--- src/rtl/relay_pkg.sv ---
package relay_pkg;

  // Backpressure has to be seen twice in a row: once on the registered
  // upstream stop and once on the live downstream stop.
  function automatic logic stall_next(input logic stop_held, input logic stop_live);
    return stop_held & stop_live;
  endfunction

  // Valid flag leaving the stage: a stalled stage emits a void.
  function automatic logic valid_next(input logic stalled, input logic valid_in);
    return valid_in & ~stalled;
  endfunction

endpackage

--- src/rtl/relay_bp_path.sv ---
module relay_bp_path
  import relay_pkg::*;
(
  input  logic clk,
  input  logic rst,
  input  logic seen_run,
  input  logic dn_stop,
  output logic up_stop,
  output logic stall
);

  logic stall_d;
  assign stall_d = stall_next(up_stop, dn_stop);

  always_ff @(posedge clk) begin
    if (rst) begin
      up_stop <= 1'b1;
      stall   <= 1'b0;
    end else begin
      up_stop <= dn_stop;
      stall   <= stall_d;
    end
  end

  // the stop goes upstream one cycle late
  a_r2_stop_delay: assert property (@(posedge clk) disable iff (rst)
    seen_run |-> (up_stop == $past(dn_stop)));

  // stall needs two observations of backpressure
  a_r3_stall_and: assert property (@(posedge clk) disable iff (rst)
    seen_run |-> (stall == ($past(up_stop) && $past(dn_stop))));

  // the reset state is visible on the first cycle after reset
  a_r1_reset_stop: assert property (@(posedge clk) disable iff (rst)
    !seen_run |-> (up_stop && !stall));

endmodule

--- src/rtl/relay_fwd_reg.sv ---
module relay_fwd_reg
  import relay_pkg::*;
#(
  parameter int DATA_W = 32
) (
  input  logic              clk,
  input  logic              rst,
  input  logic              seen_run,
  input  logic              stall,
  input  logic [DATA_W-1:0] up_data,
  input  logic              up_valid,
  output logic [DATA_W-1:0] dn_data,
  output logic              dn_valid
);

  logic load_en;
  assign load_en = ~stall;

  always_ff @(posedge clk) begin
    if (rst) begin
      dn_data  <= '0;
      dn_valid <= 1'b0;
    end else begin
      dn_valid <= valid_next(stall, up_valid);
      if (load_en) dn_data <= up_data;
    end
  end

  // with no stall the packet passes unchanged
  a_r4_pass: assert property (@(posedge clk) disable iff (rst)
    (seen_run && !$past(stall)) |->
      (dn_valid == $past(up_valid) && dn_data == $past(up_data)));

  // while stalled the stage emits voids and holds its data
  a_r5_void_hold: assert property (@(posedge clk) disable iff (rst)
    (seen_run && $past(stall)) |-> (!dn_valid && $stable(dn_data)));

  // no valid packet leaves on the first cycle after reset
  a_r1_reset_valid: assert property (@(posedge clk) disable iff (rst)
    !seen_run |-> !dn_valid);

endmodule

--- src/rtl/relay_station.sv ---
module relay_station
  import relay_pkg::*;
#(
  parameter int DATA_W = 32
) (
  input  logic              clk,
  input  logic              rst,
  input  logic [DATA_W-1:0] up_data,
  input  logic              up_valid,
  output logic              up_stop,
  output logic [DATA_W-1:0] dn_data,
  output logic              dn_valid,
  input  logic              dn_stop
);

  // Set once an edge has passed with reset low, so that $past has history.
  logic seen_run;
  logic stall;

  always_ff @(posedge clk) begin
    if (rst) seen_run <= 1'b0;
    else     seen_run <= 1'b1;
  end

  relay_bp_path u_bp (
    .clk      (clk),
    .rst      (rst),
    .seen_run (seen_run),
    .dn_stop  (dn_stop),
    .up_stop  (up_stop),
    .stall    (stall)
  );

  relay_fwd_reg #(.DATA_W(DATA_W)) u_fwd (
    .clk      (clk),
    .rst      (rst),
    .seen_run (seen_run),
    .stall    (stall),
    .up_data  (up_data),
    .up_valid (up_valid),
    .dn_data  (dn_data),
    .dn_valid (dn_valid)
  );

  // one stop pulse with low stop around it never causes a void
  a_r6_single_pulse: assert property (@(posedge clk) disable iff (rst)
    (seen_run && !$past(up_stop)) |-> !stall);

endmodule

--- config.mk ---
export PLATFORM = sky130hd
export DESIGN_NAME = relay_station
export DESIGN_NICKNAME = d
export VERILOG_FILES = /design/src/rtl/relay_pkg.sv /design/src/rtl/relay_bp_path.sv /design/src/rtl/relay_fwd_reg.sv /design/src/rtl/relay_station.sv
export SDC_FILE = /design/constraint.sdc
export NUM_CORES = 1
export LEC_CHECK = 0
export ABC_AREA = 1
export BUFFER_PORTS_ARGS = -buffer_cell sky130_fd_sc_hd__buf_2
export CORE_MARGIN = 2
export CORE_UTILIZATION = 40
export CTS_CLUSTER_SIZE = 30
export DETAILED_ROUTE_END_ITERATION = 8
export HOLD_SLACK_MARGIN = 0.02
export PLACE_DENSITY = 0.72
export SETUP_SLACK_MARGIN = 0.4
export SYNTH_ARGS = -nofsm -noshare
export SYNTH_HDL_FRONTEND = slang
export SYNTH_SLANG_ARGS = --single-unit
--- constraint.sdc ---
create_clock -name clk -period 0.9 [get_ports clk]
set_input_delay 0.135 -clock clk [delete_from_list [all_inputs] [get_ports clk]]
set_output_delay 0.135 -clock clk [all_outputs]
set_load 0.01 [all_outputs]
After elaboration in Yosys (flattened, before gate mapping)
Index checks and enable logic that the tools add are counted.
{"block": "word_totals", "ff_bits": 35, "in_bits": 36, "out_inout_bits": 34, "wordCells": 7}
{"block": "classes", "bitwise": 3}
{"cell": "1-bit AND", "count": 2}
{"cell": "1-bit inverter", "count": 1}

Depth between registers and ports, before layout
Gate-level depths: netlist of run 1.
{"block": "logic_depth", "ltp_word": 2, "ltp_mapped": 5, "depth_no_buf": 4}

Modules after synthesis
Synthesis of run 1 repeated with hierarchy kept, for this count alone.
{"block": "hier_totals", "cells_unflattened": 213, "hier_area_um2": 1430.1}
{"mod": "relay_fwd_reg", "instances": 1, "cells_per_inst": 206, "area_per_inst_um2": 1352.5, "seq_area_each_um2": 660.6}
{"mod": "relay_bp_path", "instances": 1, "cells_per_inst": 5, "area_per_inst_um2": 53.8, "seq_area_each_um2": 40.0}
{"mod": "relay_station", "instances": 1, "cells_per_inst": 2, "area_per_inst_um2": 23.8, "seq_area_each_um2": 20.0}

Worst setup path after synthesis of run 1
Ideal clock, no wire load.
{"block": "synth_path", "path_type": "reg2reg", "from": "register u_bp.stall", "to": "register u_fwd.dn_data[0]", "setup_time_ns": 0.113, "arrival_ns": 0.730, "required_ns": 0.787, "slack_ns": 0.057, "path_stages_with_launch": 5, "path_buffers": 2, "period_less_slack_ns": 0.843, "cell_sequence": "dfxtp_1 > buf_4 > buf_4 > nor2_1 > nor2_1"}
{"element": "from (decl)", "line": "relay_bp_path.sv:9", "rtl": "output logic stall"}
{"element": "from (signal assigned)", "line": "relay_bp_path.sv:21", "rtl": "stall <= stall_d;"}
{"element": "to (signal assigned)", "line": "relay_fwd_reg.sv:25", "rtl": "if (load_en) dn_data <= up_data;"}
{"element": "to (decl)", "line": "relay_fwd_reg.sv:12", "rtl": "output logic [DATA_W-1:0] dn_data,"}

==> impl_metrics.ini, run 1 <==
[status]
status = complete, but fails checks
violations = negative hold slack, negative setup slack

[detailed_routing]
drt-initial-drc-count = 94
wirelength_um = 4018
vias = 1492
drc = 0
ant_nets = 0
routedWlPerCell_um = 11.75
via_per_inst = 4.363
drtPass1Iterations = 7

[die]
rows = 21
ios = 70
core-area_um2 = 3363
die-height_um = 63.24
die_w_um = 63.24
start_util = 0.4174
die_area_um2 = 3999

[grt]
grt_overflow = 0
grt_pass1_wl_um = 5658
antenna_found_initial = 0
grtUsageMet2 = 0.3005
grt_max_degree = 22
grt-busiest-layer = met2
use_met1 = 0.2020
grt_use_total = 0.1782
grt_use_met3 = 0.06607
grt_pass1_vias = 1366

[layout]
final_common_cell = nor2_1
regArea_um2 = 745.7
multi_input_area_um2 = 709.4
antennaDiodeCount = 0
layout_common_cells = nor2_1 (42), buf_6 (38), buf_2 (36)
drive_gt1_frac = 0.6554
filler_cell_count = 260
area_growth_syn_to_layout_pct = 80.66
final_nets = 332

[critical_path]
required_ps = 1160
cp.arrival_ps = 1220
crit_slowest_cell = dfxtp_4
crit_family = flip-flops
path_cells = buf_6 > clkbuf_16 > nand2_4 > nand2_1 > nor2_1
path_max_fanout = 5
slowest_delay_ps = 380
path_buf_inv = 2
endpoint_kind = flip-flop
start_kind = flip-flop
worstSetupPathType = reg -> reg

[logic_synthesis]
synth.distinct_cells = 8
yosys_warnings = 0
syn_inst = 211
netlist_area_um2 = 1404
avgSynthCellArea_um2 = 6.653
syn_nets = 247
ys_seq_area_frac = 0.4991
yosys_register_bits = 35

[sta]
finalMaxSlewViolations = 0
worst_slack_ps = -52.10
holdWs_ps = -31.73
tightest_slew_ps = 179.3
min_period_over_period = 1.058
finalSetupViolCount = 49
fin_crit_ps = 952.1
fin_worst_skew_ps = 7.671
finalHoldViolCount = 1
timing.fmax_mhz = 1050
max-slew-margin-rel = 0.8803
grt_setup_unrepaired = yes

[power_and_ir_drop]
p_comb_frac = 0.257
clockPowerShare = 0.244
intPower_mw = 2.547
p_sw_mw = 0.9912
power_density_nw_per_um2 = 1395
seq_power_share = 0.499
p_leak_nw = 1.253
p_sw_frac = 0.2801
ir_drop_mv = 1.127
finalPower_mw = 3.539

[clock_tree]
clk_latency_ps = 330
clockBufferDepth = 2
cts_tree = built
numCtsBuffers = 5
h-tree-depth = 2
root_buffer = clkbuf_4
clk_pin_slew_ps = 100
cts_num_sinks = 35

[placed_design]
post-place-ws_ps = 57.58
io_buffers = 69
place_hpwl_um = 2040
gp_congestion = 0.6824

[job]
maxCapViolations = 0

[worst_hold_path]
hold_path.class = in -> reg
## cell families (layout without fill, tap and decap cells)
logic type | after synthesis | in the layout | share of synthesized area
buffers and inverters | 43 | 128 | 0.1435
and+or+nand+nor | 133 | 133 | 0.3574
DFF | 35 | 35 | 0.4991
## registers in the layout, summed over array words and instances, names as in the netlist
register	cells
u_fwd.dn_valid	1
u_fwd.dn_data	32
u_bp.up_stop	1
u_bp.stall	1
## worst register-to-register path, stage by stage (launching register included)
cell and delay [ps]:
dfxtp_4 380, buf_6 140, clkbuf_16 160, nand2_4 50, nand2_1 40, nor2_1 110
## what timing repair did
item | CTS | global route
resized for setup | 101 | 47
setup buffers | 1 | 6
pin swaps | 23 | 11
endpoints found under the setup margin | 68 | 68
gates cloned | 2 | 4
hold endpoints to repair | 24 | 9
## stage by stage
step | cells | hold slack (ps) | cell area (µm²) | TNS, ps | util
floorplan | 211 | 199.2 | 1424 | 0 | -
global placement | 322 | 324.1 | 1829 | 0 | 0.5439
detailed placement | 322 | 326.8 | 1829 | 0 | 0.5439
CTS | 332 | -39.23 | 2263 | -961.8 | 0.6730
global route | 342 | -51.58 | 2536 | -3168 | 0.7541
finish | 342 | -31.73 | 2536 | -853.2 | 0.7541
## synth_stat cells
library cell,number,share of area
buf_6,2,0.016
buf_4,6,0.032
inv_1,33,0.088
dfxtp_1,35,0.50
nand2_1,66,0.18
buf_2,2,0.0071
nor2_1,66,0.18
or2_2,1,0.0045
## power by group through the flow
stage | sequential, mW | clock [mW] | combinational [mW]
2_1_floorplan | 1.80 | 0 | 0.266
3_3_place_gp | 1.75 | 0 | 0.542
3_5_place_dp | 1.75 | 0 | 0.550
4_1_cts | 1.77 | 0.879 | 0.743
5_1_grt | 1.78 | 0.974 | 0.989
6_report | 1.77 | 0.865 | 0.909
## final timing paths
check / start / endpoint / slack [ps] / depth (start not counted)
max: u_bp.stall$_SDFF_PP0_ / u_fwd.dn_data[3]$_SDFFE_PP0N_ / -50 / 5
min: rst / u_bp.stall$_SDFF_PP0_ / -30 / 2
max reg2reg: u_bp.stall$_SDFF_PP0_ / u_fwd.dn_data[3]$_SDFFE_PP0N_ / -50 / 5
min reg2reg: u_bp.up_stop$_SDFF_PP1_ / u_bp.stall$_SDFF_PP0_ / 450 / 2
## layer usage
layer	vias to the layer above	wire, µm
li1	763	-
met1	678	1512
met2	46	2227
met3	5	229
met4	0	49
met5	-	0
## cell type report
class	instances	area share
inverter	33	0.04884
timing repair buffer	88	0.3325
tap	46	0.02269
clock buffer	6	0.02023
sequential	35	0.2940
multi-input combinational	133	0.2797
clock inverter	1	0.001973
(Power assumes the default switching activity.)
==> run 2, diff against run 1 <==
--- a/config.mk
+++ b/config.mk
@@ -12,7 +12,7 @@
 export CTS_CLUSTER_SIZE = 30
 export DETAILED_ROUTE_END_ITERATION = 8
 export HOLD_SLACK_MARGIN = 0.02
-export PLACE_DENSITY = 0.72
+export PLACE_DENSITY = 0.69
 export SETUP_SLACK_MARGIN = 0.4
 export SYNTH_ARGS = -nofsm -noshare
 export SYNTH_HDL_FRONTEND = slang
==> constraint.sdc (replaced) <==
create_clock -name clk -period 1 [get_ports clk]
set_input_delay 0.15 -clock clk [delete_from_list [all_inputs] [get_ports clk]]
set_output_delay 0.15 -clock clk [all_outputs]
set_load 0.01 [all_outputs]
==> run 2 against run 1 <==
  * The flow finishes with violations (negative hold slack)
  * Non-clock buffer count is 2 higher
  * Hold slack better by 13 ps
  * Cell area is 3.6% higher
  * Die area stayed put
  * Fmax is 0.10% lower
  * Sequential cell count stayed put
  * Largest cell class unchanged
==> impl_metrics.ini, run 2 (same netlist as run 1, synthesis figures left out) <==
[die]
die_w_um = 63.24
core-area_um2 = 3363
start_util = 0.4174
ios = 70
die_area_um2 = 3999
die-height_um = 63.24
rows = 21

[critical_path]
worstSetupPathType = reg -> reg
path_max_fanout = 6
slowest_delay_ps = 380
crit_start = u_bp.stall$_SDFF_PP0_
start_kind = flip-flop
path_buf_inv = 2
crit_cells = 5
reg2regPathDepth = 5
cp.arrival_ps = 1220
r2r-start = u_bp.stall$_SDFF_PP0_
endpoint_kind = flip-flop
crit_family = flip-flops
path_cells = buf_8 > clkbuf_16 > nand2_4 > nand2_2 > nor2_1
required_ps = 1270
crit_slowest_cell = dfxtp_4

[detailed_routing]
wirelength_um = 4155
routedWlPerCell_um = 12.04
vias = 1517
drtPass1Iterations = 4
via_per_inst = 4.397
ant_nets = 0
drt-initial-drc-count = 82
drc = 0

[status]
status = complete, but fails checks
violations = negative hold slack

[clock_tree]
clk_pin_slew_ps = 100
numCtsBuffers = 5
cts_tree = built
root_buffer = clkbuf_4
h-tree-depth = 2
cts_num_sinks = 35
clk_latency_ps = 330
clockBufferDepth = 2

[worst_hold_path]
min_path_cells = 2
worstHoldStart = rst
hold_path.class = in -> reg

[grt]
antenna_found_initial = 0
grt_pass1_vias = 1316
grt_use_total = 0.1731
grt_overflow = 0
grt_max_degree = 43
grt_pass1_wl_um = 5520

[sta]
worst_slack_ps = 46.91
max-slew-margin-rel = 0.8836
fin_worst_skew_ps = 2.545
min_period_over_period = 0.9531
tightest_slew_ps = 174.4
finalMaxSlewViolations = 0
grt_setup_unrepaired = yes
timing.fmax_mhz = 1049
finalSetupViolCount = 0
fin_crit_ps = 953.1
finalHoldViolCount = 1
holdWs_ps = -18.56

[layout]
layout_common_cells = nor2_1 (49), nand2_1 (36), buf_6 (36), buf_2 (36)
area_growth_syn_to_layout_pct = 87.08
largest_reg_flops = 32
filler_cell_count = 243
top_register = u_fwd.dn_data
antennaDiodeCount = 0
final_common_cell = nor2_1
final_nets = 334
drive_gt1_frac = 0.5987

[placed_design]
place_hpwl_um = 1953
post-place-ws_ps = 155.1
gp_congestion = 0.7080
io_buffers = 69

[power_and_ir_drop]
ir_drop_mv = 0.9930
power_density_nw_per_um2 = 1261
p_leak_nw = 1.313
finalPower_mw = 3.311

[job]
maxCapViolations = 0
[run 2: changes by cell type in the layout (fill, tap and decap cells not counted), sizes merged]
cell,before,now
clkbuf,9,13
clkinv,1,0
[run 2: final timing paths]
check                                   end  slack [ps]
max          u_fwd.dn_data[14]$_SDFFE_PP0N_          50
max reg2reg  u_fwd.dn_data[14]$_SDFFE_PP0N_          50
min reg2reg           u_bp.stall$_SDFF_PP0_         450
min                   u_bp.stall$_SDFF_PP0_         -20
[run 2: what timing repair did]
| item | 4_1_cts | 5_1_grt |
|---|---|---|
| endpoints found under the setup margin | 67 | 67 |
| setup buffers | 1 | 6 |
| resized for setup | 73 | 67 |
| cloned | 2 | 8 |
| endpoints found under the hold margin | 6 | 2 |
| pin swaps | 4 | 26 |
[run 2: area by class of cell]
type	instances	area (µm²)	share of cell area
Sequential cell	35	745.7	0.2839
Inverter	33	123.9	0.04717
Clock buffer	8	68.82	0.02620
Tap cell	46	57.56	0.02192
Multi-Input combinational cell	133	709.4	0.2701
Timing Repair Buffer	90	920.9	0.3506
[run 2: power breakdown]
group          switching, mW  leakage, nW  internal (mW)
clock                  0.455       0.0386          0.414
combinational          0.381        0.974          0.475
sequential            0.0715        0.300           1.51
[run 2: stage by stage]
step | cell area (µm²) | utilization | setup TNS (ps) | instances
final | 2626 | 0.7809 | 0 | 345
after global routing | 2626 | 0.7809 | -2.469 | 345
after CTS | 2202 | 0.6548 | 0 | 331
after detailed placement | 1810 | 0.5383 | 0 | 320
after global placement | 1810 | 0.5383 | 0 | 320
after floorplan | 1420 | - | 0 | 211
[run 2: metal layers]
layer	up-vias	wire length, µm	GRT usage
met2	43	2195	0.3045
met5	-	0	0
met1	697	1716	0.1958
met4	0	36	0.07337
met3	4	207	0.04821
li1	773	-	-
